File: config.mk
export PLATFORM = sky130hd
export DESIGN_NAME = dram_pwrup_refresh
export DESIGN_NICKNAME = d
export VERILOG_FILES = /design/src/rtl/dram_seq_pkg.sv /design/src/rtl/refi_timer.sv /design/src/rtl/refresh_debt.sv /design/src/rtl/dram_pwrup_refresh.sv
export SDC_FILE = /design/constraint.sdc
export NUM_CORES = 1
export LEC_CHECK = 0
export ABC_AREA = 1
export BUFFER_PORTS_ARGS = -buffer_cell sky130_fd_sc_hd__buf_4
export CAP_MARGIN = 20
export CELL_PAD_IN_SITES_DETAIL_PLACEMENT = 0
export CELL_PAD_IN_SITES_GLOBAL_PLACEMENT = 1
export CORE_ASPECT_RATIO = 1.2
export CORE_MARGIN = 1
export CORE_UTILIZATION = 47
export DETAILED_ROUTE_END_ITERATION = 6
export PLACE_DENSITY_LB_ADDON = 0.1
export RECOVER_POWER = 25
export SYNTH_ARGS = -nofsm -noshare
export SYNTH_HDL_FRONTEND = slang
export SYNTH_SLANG_ARGS = --single-unit
File: constraint.sdc
create_clock -name clk -period 3.6 [get_ports clk]
set_input_delay 0.36 -clock clk [delete_from_list [all_inputs] [get_ports clk]]
set_output_delay 0.36 -clock clk [all_outputs]
set_load 0.05 [all_outputs]
File: src/rtl/dram_seq_pkg.sv
package dram_seq_pkg;

    typedef enum logic [3:0] {
        ST_HOLD,
        ST_WAKE,
        ST_INIT_PRE,
        ST_INIT_PRE_WAIT,
        ST_LOAD_EXT,
        ST_LOAD_EXT_WAIT,
        ST_LOAD_BASE,
        ST_LOAD_BASE_WAIT,
        ST_REF_PRE,
        ST_REF_PRE_WAIT,
        ST_REF_ISSUE,
        ST_REF_WAIT,
        ST_IDLE
    } seq_state_t;

    typedef struct packed {
        logic cs_n;
        logic ras_n;
        logic cas_n;
        logic we_n;
    } cmd_pins_t;

    localparam cmd_pins_t CMD_DESEL = '{cs_n: 1'b1, ras_n: 1'b1, cas_n: 1'b1, we_n: 1'b1};
    localparam cmd_pins_t CMD_NOP   = '{cs_n: 1'b0, ras_n: 1'b1, cas_n: 1'b1, we_n: 1'b1};
    localparam cmd_pins_t CMD_PRE   = '{cs_n: 1'b0, ras_n: 1'b0, cas_n: 1'b1, we_n: 1'b0};
    localparam cmd_pins_t CMD_AREF  = '{cs_n: 1'b0, ras_n: 1'b0, cas_n: 1'b0, we_n: 1'b1};
    localparam cmd_pins_t CMD_MODE  = '{cs_n: 1'b0, ras_n: 1'b0, cas_n: 1'b0, we_n: 1'b0};

endpackage

File: src/rtl/refi_timer.sv
module refi_timer #(
    parameter int REFI = 1560
) (
    input  logic clk,
    input  logic rst_n,
    input  logic en,
    output logic tick
);
    localparam int W = (REFI > 2) ? $clog2(REFI) : 1;

    logic [W-1:0] cnt;

    assign tick = en && (cnt == W'(REFI - 1));

    always_ff @(posedge clk or negedge rst_n) begin
        if (!rst_n) begin
            cnt <= '0;
        end else if (en) begin
            cnt <= tick ? '0 : cnt + 1'b1;
        end
    end

    AST_TICK_SPACED: assert property (@(posedge clk) disable iff (!rst_n)
        tick |=> !tick);

endmodule

File: src/rtl/refresh_debt.sv
module refresh_debt #(
    parameter int DEBT_MAX = 4
) (
    input  logic clk,
    input  logic rst_n,
    input  logic inc,
    input  logic dec,
    output logic owed
);
    localparam int DW = $clog2(DEBT_MAX + 1);

    logic [DW-1:0] debt;

    assign owed = (debt != '0);

    always_ff @(posedge clk or negedge rst_n) begin
        if (!rst_n) begin
            debt <= '0;
        end else begin
            unique case ({inc, dec})
                2'b10:   if (debt != DW'(DEBT_MAX)) debt <= debt + 1'b1;
                2'b01:   if (debt != '0) debt <= debt - 1'b1;
                default: debt <= debt;
            endcase
        end
    end

    AST_DEBT_CAP: assert property (@(posedge clk) disable iff (!rst_n)
        debt <= DW'(DEBT_MAX));
    AST_DEBT_CANCEL: assert property (@(posedge clk) disable iff (!rst_n)
        (inc && dec) |=> (debt == $past(debt)));

endmodule

File: src/rtl/dram_pwrup_refresh.sv
module dram_pwrup_refresh
    import dram_seq_pkg::*;
#(
    parameter int HOLD_CYCLES = 40000,
    parameter int WAKE_CYCLES = 4,
    parameter int TRP         = 3,
    parameter int TMRD        = 2,
    parameter int TRFC        = 15,
    parameter int REFI_CYCLES = 1560,
    parameter int DEBT_MAX    = 4,
    parameter int INIT_REFS   = 2,
    parameter int ADDR_W      = 13,
    parameter int BA_W        = 2,
    parameter int AP_BIT      = 10,
    parameter logic [ADDR_W-1:0] EXT_MODE  = '0,
    parameter logic [ADDR_W-1:0] BASE_MODE = 13'h0032
) (
    input  logic              clk,
    input  logic              rst_n,
    input  logic              grant,
    output logic              cke,
    output logic              cs_n,
    output logic              ras_n,
    output logic              cas_n,
    output logic              we_n,
    output logic [BA_W-1:0]   ba,
    output logic [ADDR_W-1:0] addr,
    output logic              ready,
    output logic              refresh_req
);
    localparam int TW  = $clog2(HOLD_CYCLES + WAKE_CYCLES + TRP + TMRD + TRFC + 1);
    localparam int ICW = $clog2(INIT_REFS + 1);

    seq_state_t     state, state_nx;
    logic [TW-1:0]  tmr, tmr_nx;
    logic [ICW-1:0] irefs, irefs_nx;
    logic           ready_nx;
    logic           tick, owed, ref_done;
    cmd_pins_t      cmd;

    refi_timer #(.REFI(REFI_CYCLES)) u_timer (
        .clk   (clk),
        .rst_n (rst_n),
        .en    (ready),
        .tick  (tick)
    );

    assign ref_done = (state == ST_REF_ISSUE) && ready;

    refresh_debt #(.DEBT_MAX(DEBT_MAX)) u_debt (
        .clk   (clk),
        .rst_n (rst_n),
        .inc   (tick),
        .dec   (ref_done),
        .owed  (owed)
    );

    // next-state logic
    always_comb begin
        state_nx = state;
        tmr_nx   = (tmr != '0) ? tmr - 1'b1 : tmr;
        irefs_nx = irefs;
        ready_nx = ready;
        unique case (state)
            ST_HOLD: if (tmr == '0) begin
                state_nx = ST_WAKE;
                tmr_nx   = TW'(WAKE_CYCLES - 1);
            end
            ST_WAKE:           if (tmr == '0) state_nx = ST_INIT_PRE;
            ST_INIT_PRE: begin
                state_nx = ST_INIT_PRE_WAIT;
                tmr_nx   = TW'(TRP - 2);
            end
            ST_INIT_PRE_WAIT:  if (tmr == '0) state_nx = ST_LOAD_EXT;
            ST_LOAD_EXT: begin
                state_nx = ST_LOAD_EXT_WAIT;
                tmr_nx   = TW'(TMRD - 2);
            end
            ST_LOAD_EXT_WAIT:  if (tmr == '0) state_nx = ST_LOAD_BASE;
            ST_LOAD_BASE: begin
                state_nx = ST_LOAD_BASE_WAIT;
                tmr_nx   = TW'(TMRD - 2);
            end
            ST_LOAD_BASE_WAIT: if (tmr == '0) state_nx = ST_REF_PRE;
            ST_REF_PRE: begin
                state_nx = ST_REF_PRE_WAIT;
                tmr_nx   = TW'(TRP - 2);
            end
            ST_REF_PRE_WAIT:   if (tmr == '0) state_nx = ST_REF_ISSUE;
            ST_REF_ISSUE: begin
                state_nx = ST_REF_WAIT;
                tmr_nx   = TW'(TRFC - 2);
                if (!ready) irefs_nx = irefs - 1'b1;
            end
            ST_REF_WAIT: if (tmr == '0) begin
                if (!ready) begin
                    if (irefs == '0) begin
                        state_nx = ST_IDLE;
                        ready_nx = 1'b1;
                    end else begin
                        state_nx = ST_REF_PRE;
                    end
                end else begin
                    state_nx = owed ? ST_REF_PRE : ST_IDLE;
                end
            end
            ST_IDLE:           if (owed && grant) state_nx = ST_REF_PRE;
            default:           state_nx = ST_HOLD;
        endcase
    end

    // state register
    always_ff @(posedge clk or negedge rst_n) begin
        if (!rst_n) begin
            state <= ST_HOLD;
            tmr   <= TW'(HOLD_CYCLES - 1);
            irefs <= ICW'(INIT_REFS);
            ready <= 1'b0;
        end else begin
            state <= state_nx;
            tmr   <= tmr_nx;
            irefs <= irefs_nx;
            ready <= ready_nx;
        end
    end

    // outputs
    always_comb begin
        cmd  = CMD_NOP;
        ba   = '0;
        addr = '0;
        unique case (state)
            ST_HOLD:                  cmd = CMD_DESEL;
            ST_INIT_PRE, ST_REF_PRE: begin
                cmd          = CMD_PRE;
                addr[AP_BIT] = 1'b1;
            end
            ST_LOAD_EXT: begin
                cmd  = CMD_MODE;
                ba   = BA_W'(1);
                addr = EXT_MODE;
            end
            ST_LOAD_BASE: begin
                cmd  = CMD_MODE;
                addr = BASE_MODE;
            end
            ST_REF_ISSUE:             cmd = CMD_AREF;
            default:                  cmd = CMD_NOP;
        endcase
    end

    assign cke         = (state != ST_HOLD);
    assign cs_n        = cmd.cs_n;
    assign ras_n       = cmd.ras_n;
    assign cas_n       = cmd.cas_n;
    assign we_n        = cmd.we_n;
    assign refresh_req = ready && (owed || state != ST_IDLE);

    AST_HOLD_NOT_READY: assert property (@(posedge clk) disable iff (!rst_n)
        (state == ST_HOLD) |-> !ready);
    AST_READY_STAYS: assert property (@(posedge clk) disable iff (!rst_n)
        ready |=> ready);
    AST_REF_AFTER_PRE: assert property (@(posedge clk) disable iff (!rst_n)
        (state == ST_REF_ISSUE) |-> ($past(state) == ST_REF_PRE_WAIT));
    AST_NO_REQ_EARLY: assert property (@(posedge clk) disable iff (!rst_n)
        !ready |-> !refresh_req);
    AST_REF_NEEDS_DEBT: assert property (@(posedge clk) disable iff (!rst_n)
        ref_done |-> owed);
    AST_IDLE_START_GRANTED: assert property (@(posedge clk) disable iff (!rst_n)
        ((state == ST_REF_PRE) && ($past(state) == ST_IDLE)) |-> $past(grant));

endmodule

==> results.json <==
{
  "status": "complete, but fails checks",
  "violations": "capacitance limit, slew limit",
  "ys_warn_count": 0,
  "rsz0062_at_grt": "false",
  "rr_startpoint": "u_timer.cnt[0]",
  "maxCapViolCount": 1,
  "drt_pass1_iterations": 4,
  "ys.flop_type": "dfrtp_1",
  "dieWidth_um": 68.18,
  "synth-compound-area-share": 0.05370,
  "n_antenna_cell": 0,
  "grt-ovfl-total": 0,
  "ant_nets": 0,
  "slowest_stage": "dfrtp_1",
  "num_rows": 28,
  "cp_max_fo": 8,
  "synth_top_family_by_area": "simple AND/OR/NAND/NOR gates",
  "setup_viol": 0,
  "synth-edff-count": 0,
  "hold_ws_ns": 0.4704,
  "tightest_slew_ns": 2.022,
  "synth_cell_types": 39,
  "ff2ff_path_depth": 12,
  "synth_top_area_cell": "dfrtp_1",
  "hold_start": "u_debt.debt[0]",
  "hold_path.class": "register to register",
  "num_vias": 2013,
  "crit_required_ns": 3.79,
  "finalClockSkew_ns": 0.008126,
  "instances_no_fill": 403,
  "hpwlAfterDp_um": 3774,
  "syn_avg_cell_area_sq_um": 7.553,
  "yosys.area_share.simple": 0.3663,
  "finish.net_count": 351,
  "cts_hold_buffers": 0,
  "critPathLaunchType": "register",
  "route.final.wire_length_um": 4937,
  "hold_violations": 0,
  "finalCoreUtilization": 0.5345,
  "fmax_mhz": 527.1,
  "crit_top_cell": "nand2_1",
  "start_util": 0.4930,
  "syn_to_final_growth_pct": 8.409,
  "power.density_nw_per_um2": 304.0,
  "clock_path_buffers": 2,
  "cts_tree": "done",
  "cts_buffers": 5,
  "slew-limit-headroom": -0.3483,
  "place_congestion": 0.8475,
  "synthAdderAreaFrac": 0.03343,
  "pre_cts_ws_ns": 1.689,
  "synthMuxAreaShare": 0,
  "drtIter0Drc": 80,
  "post_dp_cell_area_sq_um": 2570,
  "synthCells": 327,
  "synth_top_area_share": 0.2634,
  "grt_pass1_vias": 1887,
  "placed_cells": 395,
  "whs_path_depth": 1,
  "clockRootBuffer": "clkbuf_8",
  "power_mw": 0.8141,
  "fin_area_sq_um": 2678,
  "die_y_um": 81.41,
  "rr_endpoint": "u_debt.debt[2]",
  "criticalPathCategory": "register to register",
  "min_to": "u_debt.debt[0]",
  "netlist_area_sq_um": 2470,
  "ys_async_sr_fraction": 1.000,
  "arrival_ns": 2.09,
  "crit_path_max_incr_delay_ns": 0.40,
  "finalCriticalPeriod_ns": 1.897,
  "grt_max_degree": 38,
  "htreeDepth": 2,
  "wl_per_cell_um": 12.25,
  "grt_usage": 0.2041,
  "period_share": 0.5270,
  "grt_pass1_wl_um": 8349,
  "synth_seq_area_share": 0.3804,
  "ios": 25,
  "cts_resized": 0,
  "clkTransAtPathRegs_ns": 0.08,
  "core_area_sq_um": 5010,
  "synth-seq-cells": 37,
  "fin_ws_ns": 1.703,
  "drive_above_1_share": 0.1691,
  "vias_per_cell": 4.995,
  "synth-xor-area-share": 0.05319,
  "crit_chain": "ha_1 > nand3_1 > nor2_1 > nand2_2 > nand2_1 > fa_1 > inv_1 > nand2_1 > nand2_1 > nand2_1 > nand2_1 > nand2_1",
  "p_leak_nw": 1.342,
  "synth_area_leaders": "dfrtp_1 26%, dfstp_2 12%, nand2_1 11%, nor2_1 8.1%, inv_1 6.1%",
  "r2r_setup_slack_ns": 1.70,
  "numPortBuffers": 14,
  "antenna_found_initial": 0,
  "die-area_sq_um": 5550,
  "cts.sinks": 37,
  "max-vdd-ir-drop_v": 0.0002026,
  "drv_slew": 38,
  "fin_setup_tns_ns": 0,
  "postCtsSetupRepairBufs": 0,
  "worstSetupEndpointType": "register",
  "clk_latency_ns": 0.29,
  "drc": 0
}
[power by group]
| group | leakage [nW] | internal [mW] | switching [mW] |
|---|---|---|---|
| registers | 0.458 | 0.416 | 0 |
| clock network | 0.0554 | 0.208 | 0.158 |
| logic | 0.829 | 0.000844 | 0.0308 |
| total | 1.34 | 0.625 | 0.189 |
[cell usage after synthesis (all sizes together) (2+ instances only)]
cell type / instances
nand3: 26
xnor2: 7
o22ai: 2
inv: 42
xor2: 8
nor2: 60
dfstp: 11
nand2: 81
nor3b: 2
or2: 2
nor3: 7
o21ai: 12
ha: 5
dfrtp: 26
a21oi: 6
buf: 15
nand4: 7
[sequential cells by signal (all words and copies together) (netlist names)]
register,cells
irefs,2
ready,1
state,4
tmr,16
u_debt.debt,3
u_timer.cnt,11
[logic make-up (layout without fill, tap and decap cells)]
| group | count (synthesis) | after routing |
|---|---|---|
| XOR/XNOR | 15 | 15 |
| buffers and inverters | 58 | 65 |
| AND/OR/NAND/NOR | 188 | 188 |
| adder cells (fa/ha/maj) | 6 | 6 |
| flip-flops | 37 | 37 |
| AO/OA/AOI/OAI | 22 | 22 |
| other | 1 | 10 |
[area by class of cell]
class,instances,area (sq um)
multi-input combinational,241,1289
timing repair buffer,14,101.3
tap,60,75.07
sequential,37,939.7
inverter,43,161.4
clock buffer,6,72.57
clock inverter,2,38.79
fill,510,2332
[cells in the final DEF, fill, tap and decap left out, drive strengths merged]
master	netlist	final
conb	1	10
and3	1	1
xor2	8	8
xnor2	7	7
clkbuf	0	7
o21ai	12	12
nand3	26	26
nor2	60	60
nor3	7	7
clkinv	1	2
a21oi	6	6
a21o	1	1
nand4	7	7
dfstp	11	11
o22ai	2	2
nor4	1	1
fa	1	1
o211ai	1	1
nand3b	1	1
inv	42	42
buf	15	13
ha	5	5
nand2	81	81
dfrtp	26	26
or2	2	2
bufinv	0	1
nor3b	2	2
[worst max-delay path by stage]
stage,end,from,cells after the start,slack (ns)
floorplan,refresh_req,ready,3,1.50
global placement,u_debt.debt[2],u_timer.cnt[0],12,1.71
detailed placement,u_debt.debt[2],u_timer.cnt[0],12,1.69
CTS,u_debt.debt[2],u_timer.cnt[0],12,1.68
global route,u_timer.cnt[4],rst_n,1,1.36
finish,u_debt.debt[2],u_timer.cnt[0],12,1.70
[critical path: cells and delay by family, from the launching register on]
family,cells,cell delay [ns]
simple gates,9,0.68
fa+ha+maj,2,0.66
flops,1,0.40
buf+inv,1,0.06
[layer usage]
metal	part of all wire	wire length, um	vias up	GRT usage
li1	-	-	1035	-
met1	0.43	2126	951	0.2312
met2	0.53	2622	21	0.3716
met3	0.023	112	6	0.03750
met4	0.015	76	0	0.07500
met5	0	0	-	0
(Power assumes the default switching activity.)
